File: src/rtl/pcseq_pkg.sv
package pcseq_pkg;

    typedef enum logic [1:0] {
        EXC_NONE    = 2'b00,
        EXC_ILLEGAL = 2'b01,
        EXC_TRAP    = 2'b10
    } exc_e;

    typedef struct packed {
        logic launch;   // start request this cycle
        logic live;     // sequencing and no exception pending
        logic fault;    // live but fetch outside window
        logic accept;   // execute report taken
    } seq_ctl_t;

    function automatic exc_e settle_exc(seq_ctl_t c, logic step, exc_e cur);
        if (c.launch)
            return EXC_NONE;
        else if (c.fault)
            return EXC_ILLEGAL;
        else if (c.accept && step)
            return EXC_TRAP;
        else
            return cur;
    endfunction

endpackage

File: src/rtl/pcseq_window.sv
module pcseq_window #(
    parameter int ADDR_W = 16,
    parameter int LEN_W  = 8
) (
    input  logic              clk,
    input  logic              rst,
    input  logic              wr_valid,
    input  logic [ADDR_W-1:0] wr_addr,
    input  logic [LEN_W-1:0]  wr_len,
    input  logic [ADDR_W-1:0] probe_addr,
    output logic              out_of_range
);
    localparam logic [ADDR_W-1:0] TOP = {ADDR_W{1'b1}};

    logic [ADDR_W-1:0] lo_q, hi_q;
    logic [ADDR_W:0]   last_wide;
    logic [ADDR_W-1:0] last_addr;

    always_comb begin
        last_wide = {1'b0, wr_addr} + {{(ADDR_W+1-LEN_W){1'b0}}, wr_len} - 1'b1;
        last_addr = last_wide[ADDR_W] ? TOP : last_wide[ADDR_W-1:0];
    end

    always_ff @(posedge clk) begin
        if (rst) begin
            lo_q <= TOP;
            hi_q <= '0;
        end else if (wr_valid && (wr_len != '0)) begin
            if (wr_addr < lo_q)
                lo_q <= wr_addr;
            if (last_addr > hi_q)
                hi_q <= last_addr;
        end
    end

    assign out_of_range = (probe_addr < lo_q) || (probe_addr > hi_q);

endmodule

File: src/rtl/pcseq_repeat.sv
module pcseq_repeat #(
    parameter int PC_W  = 14,
    parameter int CNT_W = 8
) (
    input  logic             clk,
    input  logic             rst,
    input  logic             clear,
    input  logic             cfg_wr,
    input  logic [PC_W-1:0]  cfg_start,
    input  logic [PC_W-1:0]  cfg_end,
    input  logic [CNT_W-1:0] cfg_count,
    input  logic             advance,
    input  logic [PC_W-1:0]  cand_pc,
    output logic [PC_W-1:0]  redirect_pc,
    output logic             active
);
    logic [PC_W-1:0]  start_q, end_q;
    logic [CNT_W-1:0] count_q;
    logic             active_q;
    logic             hit, final_pass;

    always_comb begin
        hit         = active_q && (cand_pc == end_q);
        final_pass  = (count_q == CNT_W'(1));
        redirect_pc = (hit && !final_pass) ? start_q : cand_pc;
    end

    always_ff @(posedge clk) begin
        if (rst) begin
            start_q  <= '0;
            end_q    <= '0;
            count_q  <= '0;
            active_q <= 1'b0;
        end else if (clear) begin
            active_q <= 1'b0;
        end else if (cfg_wr) begin
            start_q  <= cfg_start;
            end_q    <= cfg_end;
            count_q  <= cfg_count;
            active_q <= (cfg_count != '0);
        end else if (advance && hit) begin
            count_q <= count_q - 1'b1;
            if (final_pass)
                active_q <= 1'b0;
        end
    end

    assign active = active_q;

endmodule

File: src/rtl/pc_repeat_seq.sv
module pc_repeat_seq
    import pcseq_pkg::*;
#(
    parameter int PC_W  = 14,
    parameter int CNT_W = 8,
    parameter int LEN_W = 8,
    localparam int ADDR_W = PC_W + 2
) (
    input  logic              clk,
    input  logic              rst,
    input  logic              start_valid,
    input  logic [ADDR_W-1:0] start_byte_addr,
    input  logic              img_wr_valid,
    input  logic [ADDR_W-1:0] img_wr_addr,
    input  logic [LEN_W-1:0]  img_wr_len,
    input  logic              loop_wr_valid,
    input  logic [PC_W-1:0]   loop_wr_start,
    input  logic [PC_W-1:0]   loop_wr_end,
    input  logic [CNT_W-1:0]  loop_wr_count,
    input  logic              exec_valid,
    input  logic [PC_W-1:0]   exec_next_pc,
    input  logic              step_mode,
    output logic [ADDR_W-1:0] fetch_addr,
    output logic [PC_W-1:0]   pc,
    output logic [1:0]        exc_code
);
    logic [PC_W-1:0] pc_q, redirect_pc, next_pc;
    exc_e            exc_q;
    logic            running_q;
    logic            oob, loop_on;
    seq_ctl_t        ctl;

    assign fetch_addr = {pc_q, 2'b00};

    always_comb begin
        ctl.launch = start_valid;
        ctl.live   = !start_valid && running_q && (exc_q == EXC_NONE);
        ctl.fault  = ctl.live && oob;
        ctl.accept = ctl.live && !oob && exec_valid;
    end

    pcseq_window #(.ADDR_W(ADDR_W), .LEN_W(LEN_W)) win_i (
        .clk          (clk),
        .rst          (rst),
        .wr_valid     (img_wr_valid),
        .wr_addr      (img_wr_addr),
        .wr_len       (img_wr_len),
        .probe_addr   (fetch_addr),
        .out_of_range (oob)
    );

    pcseq_repeat #(.PC_W(PC_W), .CNT_W(CNT_W)) rpt_i (
        .clk         (clk),
        .rst         (rst),
        .clear       (start_valid),
        .cfg_wr      (loop_wr_valid),
        .cfg_start   (loop_wr_start),
        .cfg_end     (loop_wr_end),
        .cfg_count   (loop_wr_count),
        .advance     (ctl.accept),
        .cand_pc     (exec_next_pc),
        .redirect_pc (redirect_pc),
        .active      (loop_on)
    );

    assign next_pc = (redirect_pc == pc_q) ? pc_q + 1'b1 : redirect_pc;

    always_ff @(posedge clk) begin
        if (rst) begin
            pc_q      <= '0;
            exc_q     <= EXC_NONE;
            running_q <= 1'b0;
        end else begin
            exc_q <= settle_exc(ctl, step_mode, exc_q);
            if (ctl.launch) begin
                pc_q      <= start_byte_addr[ADDR_W-1:2];
                running_q <= 1'b1;
            end else if (ctl.accept) begin
                pc_q <= next_pc;
            end
        end
    end

    assign pc       = pc_q;
    assign exc_code = exc_q;

endmodule

File: config.mk
export PLATFORM = sky130hd
export DESIGN_NAME = pc_repeat_seq
export DESIGN_NICKNAME = d
export VERILOG_FILES = /design/src/rtl/pcseq_pkg.sv /design/src/rtl/pcseq_window.sv /design/src/rtl/pcseq_repeat.sv /design/src/rtl/pc_repeat_seq.sv
export SDC_FILE = /design/constraint.sdc
export NUM_CORES = 1
export LEC_CHECK = 0
export ABC_AREA = 1
export BUFFER_PORTS_ARGS = -buffer_cell sky130_fd_sc_hd__buf_2
export CAP_MARGIN = 40
export CELL_PAD_IN_SITES_DETAIL_PLACEMENT = 0
export CELL_PAD_IN_SITES_GLOBAL_PLACEMENT = 1
export CORE_MARGIN = 3
export CORE_UTILIZATION = 44
export CTS_BUF_LIST = sky130_fd_sc_hd__clkbuf_4
export DETAILED_ROUTE_END_ITERATION = 12
export PLACE_DENSITY_LB_ADDON = 0.1
export RECOVER_POWER = 100
export SLEW_MARGIN = 0
export SYNTH_ARGS = -nofsm -noshare
export SYNTH_HDL_FRONTEND = slang
export SYNTH_HIERARCHICAL = 1
export SYNTH_SLANG_ARGS = --single-unit
File: constraint.sdc
create_clock -name clk -period 7.12 [get_ports clk]
set_clock_uncertainty 0.2 [all_clocks]
set_input_delay 0.712 -clock clk [delete_from_list [all_inputs] [get_ports clk]]
set_output_delay 0.712 -clock clk [all_outputs]
set_load 0.05 [all_outputs]
# [After elaboration in Yosys (flattened, before gate mapping)]
# Index checks and enable logic that the tools add are counted.
[word_totals] out_inout_bits=32 reg_bits=86
[op_classes] reduce_logical=28 n_eq_ne=3 n_mux=12 addsub=4 order_cmp=4 bitwise=1
[op_table] cell="14-bit 2-to-1 mux" count=4
[op_table] cell="16-bit > comparator" count=2
[op_table] cell="16-bit less-than comparator" count=2
[op_table] cell="14-bit equality test" count=2
[op_table] cell="16-bit by 8-bit adder with 17-bit output" count=1
[op_table] cell="17-bit by 1-bit subtractor with 17-bit output, second input constant" count=1
[op_table] cell="16-bit 2-to-1 mux" count=1
[op_table] cell="8-bit 2-to-1 mux" count=2
[op_table] cell="8-bit nonzero test" count=2
[op_table] cell="14-bit by 1-bit adder with 14-bit output, second input constant" count=1
[op_table] cell="1-bit logical AND" count=10
[op_table] cell="2-bit AND reduction" count=5
[op_table] cell="8-bit by 1-bit equality test with 1-bit output, second input constant" count=1
[op_table] cell="2-bit nonzero test" count=4
[op_table] cell="8-bit by 1-bit subtractor with 8-bit output, second input constant" count=1
[op_table] cell="1-bit 2-to-1 mux" count=5
[op_table] cell="1-bit logical NOT" count=3
[op_table] cell="3-bit OR reduction" count=1
[op_table] cell="2-bit logical NOT" count=1
[op_table] cell="2-bit OR reduction" count=1
[op_table] cell="1-bit logical OR" count=1
[op_table] cell="1-bit inverter" count=1

# [Depth between registers and ports, before layout]
# Gate-level depths: netlist (run 1).
[logic_depth] ltp_word=8 ltp_mapped=28 ltp_nobuf=27

# [Hierarchy]
# Netlist (run 1), hierarchy kept.
[by_module_without_submodules] module="pcseq_window" area_per_inst_um2=3985.1 instances=1 cells_per_inst=646
[by_module_without_submodules] module="pcseq_repeat" area_per_inst_um2=2047.0 instances=1 cells_per_inst=320
[by_module_without_submodules] module="pc_repeat_seq" area_per_inst_um2=1640.3 instances=1 cells_per_inst=296

# [Least setup slack after synthesis (run 1)]
# Ideal clock, no wire load.
[synth_timing] kind="input-to-reg" start="input img_wr_len[1]" end="register win_i.hi_q[10]" cell_stages=24 setup_slack_ns=3.343 t_required_ns=6.808 arrival_ns=3.465 setup_time_ns=0.112 path_cell_list="inv_1 ha_1 inv_1 ha_1 fa_1 nand2_1 nand3_1 nand2_1 nand2_1 nand2_1 nand2_1 nor2_1 inv_1 ha_1 nand2_1 nor2_1 nand2_1 nor2_1 nor2_1 nand2_1 buf_2 nand2_1 nand2_1 nor2_1"
[synth_via] elab_chain_len=5 word_cells_on_any_way=7 classes_between="add/sub (2); order compare (1); mux (1); reduce/logical (3)"
[synth_lines] item="start: declaration" line="pc_repeat_seq.sv:15" rtl="input logic [LEN_W-1:0] img_wr_len,"
[synth_lines] item="16-bit by 8-bit adder with 17-bit output" line="pcseq_window.sv:20" rtl="last_wide = {1'b0, wr_addr} + {{(ADDR_W+1-LEN_W){1'b0}}, wr_len} - 1'b1;"
[synth_lines] item="17-bit by 1-bit subtractor with 17-bit output" line="pcseq_window.sv:20"
[synth_lines] item="16-bit 2-to-1 mux" line="pcseq_window.sv:21" rtl="last_addr = last_wide[ADDR_W] ? TOP : last_wide[ADDR_W-1:0];"
[synth_lines] item="net win_i.last_addr[15]" line="pcseq_window.sv:17" rtl="logic [ADDR_W-1:0] last_addr;"
[synth_lines] item="16-bit > comparator" line="pcseq_window.sv:31" rtl="if (last_addr > hi_q)"
[synth_lines] item="2-bit AND reduction (no line)"
[synth_lines] item="end signal: assignment" line="pcseq_window.sv:32" rtl="hi_q <= last_addr;"
[synth_lines] item="end: declaration" line="pcseq_window.sv:15" rtl="logic [ADDR_W-1:0] lo_q, hi_q;"
# The timed path passes the listed nets, and every way through them passes these cells.
# A chain may end at the register's enable or synchronous reset.

# [Worst setup path after layout (run 1)]
[layout_timing] start="register rpt_i.end_q[11]" end="register pc_q[3] (netlist: pc[3])"
[layout_via] elab_chain_len=8
[layout_lines] item="start: declaration" line="pcseq_repeat.sv:17" rtl="logic [PC_W-1:0] start_q, end_q;"
[layout_lines] item="start signal: assignment" line="pcseq_repeat.sv:38" rtl="end_q <= cfg_end;"
[layout_lines] item="14-bit equality test" line="pcseq_repeat.sv:23" rtl="hit = active_q && (cand_pc == end_q);"
[layout_lines] item="1-bit logical AND" line="pcseq_repeat.sv:23"
[layout_lines] item="1-bit logical AND" line="pcseq_repeat.sv:25" rtl="redirect_pc = (hit && !final_pass) ? start_q : cand_pc;"
[layout_lines] item="14-bit 2-to-1 mux" line="pcseq_repeat.sv:25"
[layout_lines] item="net redirect_pc[9]" line="pc_repeat_seq.sv:27" rtl="logic [PC_W-1:0] pc_q, redirect_pc, next_pc;"
[layout_lines] item="14-bit equality test" line="pc_repeat_seq.sv:66" rtl="assign next_pc = (redirect_pc == pc_q) ? pc_q + 1'b1 : redirect_pc;"
[layout_lines] item="14-bit 2-to-1 mux" line="pc_repeat_seq.sv:66"
[layout_lines] item="14-bit 2-to-1 mux" line="pc_repeat_seq.sv:78" rtl="end else if (ctl.accept) begin"
[layout_lines] item="14-bit 2-to-1 mux" line="pc_repeat_seq.sv:75" rtl="if (ctl.launch) begin"
[layout_lines] item="end signal: assignment" line="pc_repeat_seq.sv:76" rtl="pc_q <= start_byte_addr[ADDR_W-1:2];"
[layout_lines] item="end signal: assignment" line="pc_repeat_seq.sv:79" rtl="pc_q <= next_pc;"
[layout_lines] item="end: declaration" line="pc_repeat_seq.sv:27"
# The timed path passes the listed nets, and every way through them passes these cells. The select of a mux whose other input is x is not followed.

==> flow_summary.json, run 1 <==
{
  "maxSlewViolCount": 0,
  "die_area_um2": 19100,
  "synth_flop_cell": "dfxtp_1",
  "layout-drive-gt1-share_pct": 9.54,
  "power_w": 0.00150,
  "rsz0062_at_grt": "false",
  "grt_pass1_vias": 7085,
  "irDropWorstVdd_v": 0.0000838,
  "cts_setup_buffers": 0,
  "final_util_pct": 50.0,
  "design_area_um2": 8410,
  "dpl.hpwl_um": 17300,
  "placedInstanceArea_um2": 8370,
  "fp.coreArea_um2": 16800,
  "status": "finished, final reports clean",
  "netlist_area_um2": 7670,
  "fin_setup_tns_ns": 0,
  "routed_via_density": 4.93,
  "avgSynthCellArea_um2": 6.08,
  "grt.overflow.total": 0,
  "die_h_um": 138,
  "drc": 0,
  "cp.arrival_ns": 5.11,
  "cp.required_ns": 7.22,
  "htreeDepth": 3,
  "firstDrtPassIters": 5,
  "path_class": "reg -> reg",
  "grt_usage_pct": 22.8,
  "grt_max_degree": 56,
  "io_buffers": 124,
  "place.gp.congestion": 0.873,
  "vias": 7806,
  "fin_cells": 1584,
  "syn_inst": 1262,
  "hp-class": "reg -> reg",
  "cts_root_buf": "clkbuf_4",
  "nets": 1543,
  "dp_cells": 1566,
  "clk_latency_ns": 0.45,
  "start_kind": "flop",
  "areaGrowthSynthToFinish_pct": 9.65,
  "wl_per_cell_um": 14.0,
  "relSlewSlack_pct": 8.96,
  "clk_pin_slew_ns": 0.16,
  "cts.path.max_buffers": 2,
  "hold_violations": 0,
  "worst_slew_pin_slew_ns": 1.37,
  "power_density_nw_per_um2": 178,
  "synth_edf_count": 0,
  "cts_resized": 0,
  "clock.fmax_mhz": 200,
  "ys_seq_area_share_pct": 22.4,
  "initial_core_util_pct": 45.6,
  "p_leak_nw": 4.65,
  "antenna_found_initial": 1,
  "postRouteAntennaNets": 0,
  "routed_wl_um": 22100,
  "synth_cell_types": 42,
  "crit_path_max_fanout": 28,
  "grt_pass1_wl_um": 36100,
  "drtIter0Drc": 537,
  "cts.sinks": 86,
  "end_kind": "flop",
  "period_share_pct": 70.3,
  "ys_ff_latch": 86,
  "die_w_um": 138,
  "min_period_ns": 5.00,
  "maxCapViolations": 0,
  "numCtsBuffers": 9,
  "row_count": 47,
  "cts_hold_repair.buffers": 0,
  "yosysWarnings": 6,
  "setup_viol": 0,
  "io_pins": 129,
  "async_flop_share_pct": 0,
  "cts_tree": "built"
}
## area by class of cell
cell class                 count  area [µm²]
sequential                    86        1720
antenna                        2        5.00
fill                        1939        8410
clock buffer                   9        67.6
inverter                     222         833
tap                          220         275
multi-input combinational    910        4780
clock inverter                 7        87.6
timing repair buffer         128         643
## synthesized netlist by cell type (all sizes together) (2+ instances only)
master	number	share of area, %
inv	220	11
nand3	92	6.4
nand2	372	18
o21ai	64	4.2
xor2	6	0.68
clkbuf	15	0.73
nand3b	3	0.29
nand4	33	2.7
ha	88	14
nor3	4	0.33
buf	34	3.2
clkinv	2	0.098
dfxtp	86	22
and2	3	0.24
xnor2	10	1.1
a21oi	96	6.4
nor2	123	6.5
or2	2	0.16
## routing by layer
layer | track usage, % | up-vias | part of all wire [%]
met4 | 4.78 | 0 | 1.3
li1 | - | 4162 | -
met1 | 34.3 | 3422 | 52
met5 | 0 | - | 0
met2 | 34.7 | 204 | 42
met3 | 3.25 | 18 | 5.3
## layout by cell type, fill, tap and decap left out, types with 2 or more instances in the layout
cell type | Yosys | layout
nand4_1 | 33 | 33
buf_16 | 0 | 2
o21ai_0 | 46 | 49
inv_2 | 12 | 12
ha_1 | 88 | 88
xnor2_1 | 10 | 10
nand2_1 | 365 | 369
nand2_2 | 6 | 3
nand3b_1 | 3 | 3
nor2_2 | 2 | 2
and2_1 | 3 | 3
conb_1 | 1 | 6
a21oi_1 | 94 | 96
clkbuf_4 | 0 | 9
buf_2 | 9 | 92
o21ai_1 | 18 | 15
inv_1 | 208 | 208
nand3_1 | 88 | 91
nor2_4 | 4 | 3
dfxtp_1 | 86 | 86
nor3_1 | 3 | 3
nor2_1 | 117 | 118
xor2_1 | 6 | 6
clkinv_1 | 2 | 5
bufinv_16 | 0 | 2
diode_2 | 0 | 2
clkbuf_1 | 15 | 34
## power by group
| part | internal (W) | switching [W] | total (W) |
|---|---|---|---|
| clock | 0.000140 | 0.000180 | 0.000320 |
| combinational | 0.000214 | 0.000393 | 0.000607 |
| sequential | 0.000530 | 0.0000400 | 0.000570 |
## path summary, 6_finish.rpt
check	start	to	slack, ns	cells after the start
setup / recovery	rpt_i/end_q[11]	pc[3]	2.12	19
hold / removal	rpt_i/start_q[9]	rpt_i/start_q[9]	0.26	2
setup reg to reg	rpt_i/end_q[11]	pc[3]	2.12	19
hold reg to reg	rpt_i/start_q[9]	rpt_i/start_q[9]	0.26	2
## kinds of logic after synthesis
logic type,share of synthesized area [%]
buffers and inverters,14.8
DFF,22.4
other,0.0489
xor gates and xnor gates,1.83
adders and majority gates,14.6
AOI/OAI and AO/OA,11.1
and+or+nand+nor,35.1
## through the flow
stage / hold WS [ns] / setup WS (ns)
finish: 0.265 / 2.12
global placement: 0.237 / 2.23
CTS: 0.249 / 3.04
floorplan: 0.229 / 3.34
global route: 0.264 / 1.60
detailed placement: 0.242 / 2.56
## worst max-delay path, cell delays in order, from the launching register on
cell	delay (ns)
dfxtp_1	0.38
inv_1	0.07
nand2_1	0.05
nand2_1	0.04
nor2_1	0.19
nand2_1	0.12
nor2_4	0.10
nand3_1	0.69
o21ai_0	0.66
inv_1	0.08
nand2_1	0.07
nand2_1	0.06
nor2_1	0.20
nand2_1	0.08
nor2_1	0.71
nand2_1	0.62
nand2_1	0.27
nand3_1	0.11
nand2_1	0.08
a21oi_1	0.06
## registers in the layout, summed over array words and instances (netlist names)
signal         flops
win_i/hi_q        16
win_i/lo_q        16
pc                14
rpt_i/end_q       14
rpt_i/start_q     14
rpt_i/count_q      8
exc_code           2
rpt_i/active       1
running_q          1
Note: power is estimated with default switching activity, not from simulation.
==> inputs of run 2 (changes only) <==
CORE_UTILIZATION = 37   (was 44)
clock period = 4.3 ns   (was 7.12 ns; I/O delays follow)
==> flow_summary.json, run 2 (same netlist as run 1, synthesis figures left out) <==
{
  "dpl.hpwl_um": 18200,
  "cts_tree": "built",
  "firstDrtPassIters": 5,
  "hold_violations": 0,
  "clk_latency_ns": 0.47,
  "period_share_pct": 86.6,
  "numCtsBuffers": 9,
  "io_buffers": 124,
  "min_period_ns": 3.73,
  "fp.coreArea_um2": 20300,
  "path_class": "reg -> reg",
  "htreeDepth": 3,
  "hp-class": "in -> reg",
  "end_kind": "flop",
  "clock.fmax_mhz": 268,
  "io_pins": 129,
  "grt_usage_pct": 20.5,
  "crit_path_frequent_cell": "nand2_1",
  "nets": 1552,
  "postRouteAntennaNets": 0,
  "status": "finished, final reports clean",
  "cts.sinks": 86,
  "final_common_cell": "nand2_1",
  "start_kind": "flop",
  "grt.overflow.total": 0,
  "cp.arrival_ns": 3.89,
  "setup_viol": 0,
  "initial_core_util_pct": 37.8,
  "crit_path_max_fanout": 28,
  "maxCapViolations": 0,
  "wl_per_cell_um": 14.1,
  "crit_path_top_delay_cell": "nor2_2",
  "antenna_found_initial": 1,
  "layout-drive-gt1-share_pct": 10.2,
  "largestRegisters": "win_i/hi_q: 16 flops, win_i/lo_q: 16 flops",
  "die_area_um2": 22500,
  "routed_wl_um": 23200,
  "worst_slew_pin_slew_ns": 1.45,
  "drtIter0Drc": 397,
  "drc": 0,
  "rsz0062_at_grt": "false",
  "irDropWorstVdd_v": 0.000110,
  "die_h_um": 150,
  "grt_max_degree": 56,
  "cts_resized": 0,
  "cp_top_family": "simple AND/OR/NAND/NOR gates",
  "place.gp.congestion": 0.830,
  "grt_pass1_wl_um": 35900,
  "clk_pin_slew_ns": 0.14,
  "cp.required_ns": 4.46,
  "crit_chain": "inv_1 > nand2_1 > nand2_1 > nor2_1 > nand2_1 > nor2_4 > nand3_4 > o21ai_0 > inv_1 > nand2_1 > nand2_1 > nor2_1 > nand2_1 > nor2_2 > nand2_2 > nand2_1 > nand3_1 > nand2_1 > a21oi_1",
  "layout_common_cells": "nand2_1 (369), inv_1 (210), nor2_1 (117)",
  "power_w": 0.00249,
  "maxSlewViolCount": 0,
  "dp_cells": 1621,
  "routed_via_density": 4.76,
  "p_leak_nw": 4.68,
  "grt_pass1_vias": 6763,
  "die_w_um": 150,
  "fin_setup_tns_ns": 0,
  "cts_root_buf": "clkbuf_4",
  "power_density_nw_per_um2": 291,
  "slowest_delay_ns": 0.51,
  "vias": 7796,
  "cts.path.max_buffers": 2,
  "r2r_setup_slack_ns": 0.57,
  "worstPathBufferInverterCount": 2,
  "areaGrowthSynthToFinish_pct": 11.4,
  "fin_cells": 1639,
  "row_count": 52,
  "relSlewSlack_pct": 3.49
}
-- run 2: worst min-delay path, delay by kind of cell --
| kind | cells | cell delay, ns |
|---|---|---|
| buffers and inverters | 1 | 0.07 |
| AO/OA/AOI/OAI | 2 | 0.17 |
-- run 2: area by class of cell --
class,instances,area [µm²]
Clock buffer,9,67.6
Tap cell,270,338
Clock inverter,4,75.1
Timing Repair Buffer,137,712
Sequential cell,86,1720
Fill cell,2404,11800
Antenna cell,1,2.50
Multi-Input combinational cell,910,4800
Inverter,222,833
-- run 2: metrics by stage --
stage	setup slack [ns]	util, %	instance area, µm²	hold WS (ns)
after floorplan	0.805	-	7690	0.229
after global placement	0.259	41.4	8400	0.239
after detailed placement	0.232	41.6	8440	0.242
after CTS	0.744	42.4	8610	0.000196
after global routing	0.198	42.1	8550	0.00427
final	0.575	42.1	8550	0.0205
-- run 2: timing repair --
action,CTS,global route
hold buffers,3,1
endpoints found under the hold margin,3,1
buffers inserted,0,0
-- run 2: worst paths after layout --
kind              cells past startpoint              from          endpoint
setup / recovery                     19    rpt_i/end_q[2]            pc[12]
hold / removal                        3    loop_wr_end[7]    rpt_i/end_q[7]
setup reg to reg                     19    rpt_i/end_q[2]            pc[12]
hold reg to reg                       2  rpt_i/start_q[0]  rpt_i/start_q[0]
-- run 2: power breakdown --
part           switching [W]  internal, W
logic               0.000659     0.000362
registers          0.0000620     0.000878
clock network       0.000304     0.000226
total                0.00103      0.00147
-- run 2: routing by layer --
layer,part of all wire [%],track usage (%),routed length [µm]
met5,0,0,0
met4,0.60,3.34,138
met3,4.7,2.91,1090
met2,44,31.9,10200
met1,51,30.4,11800
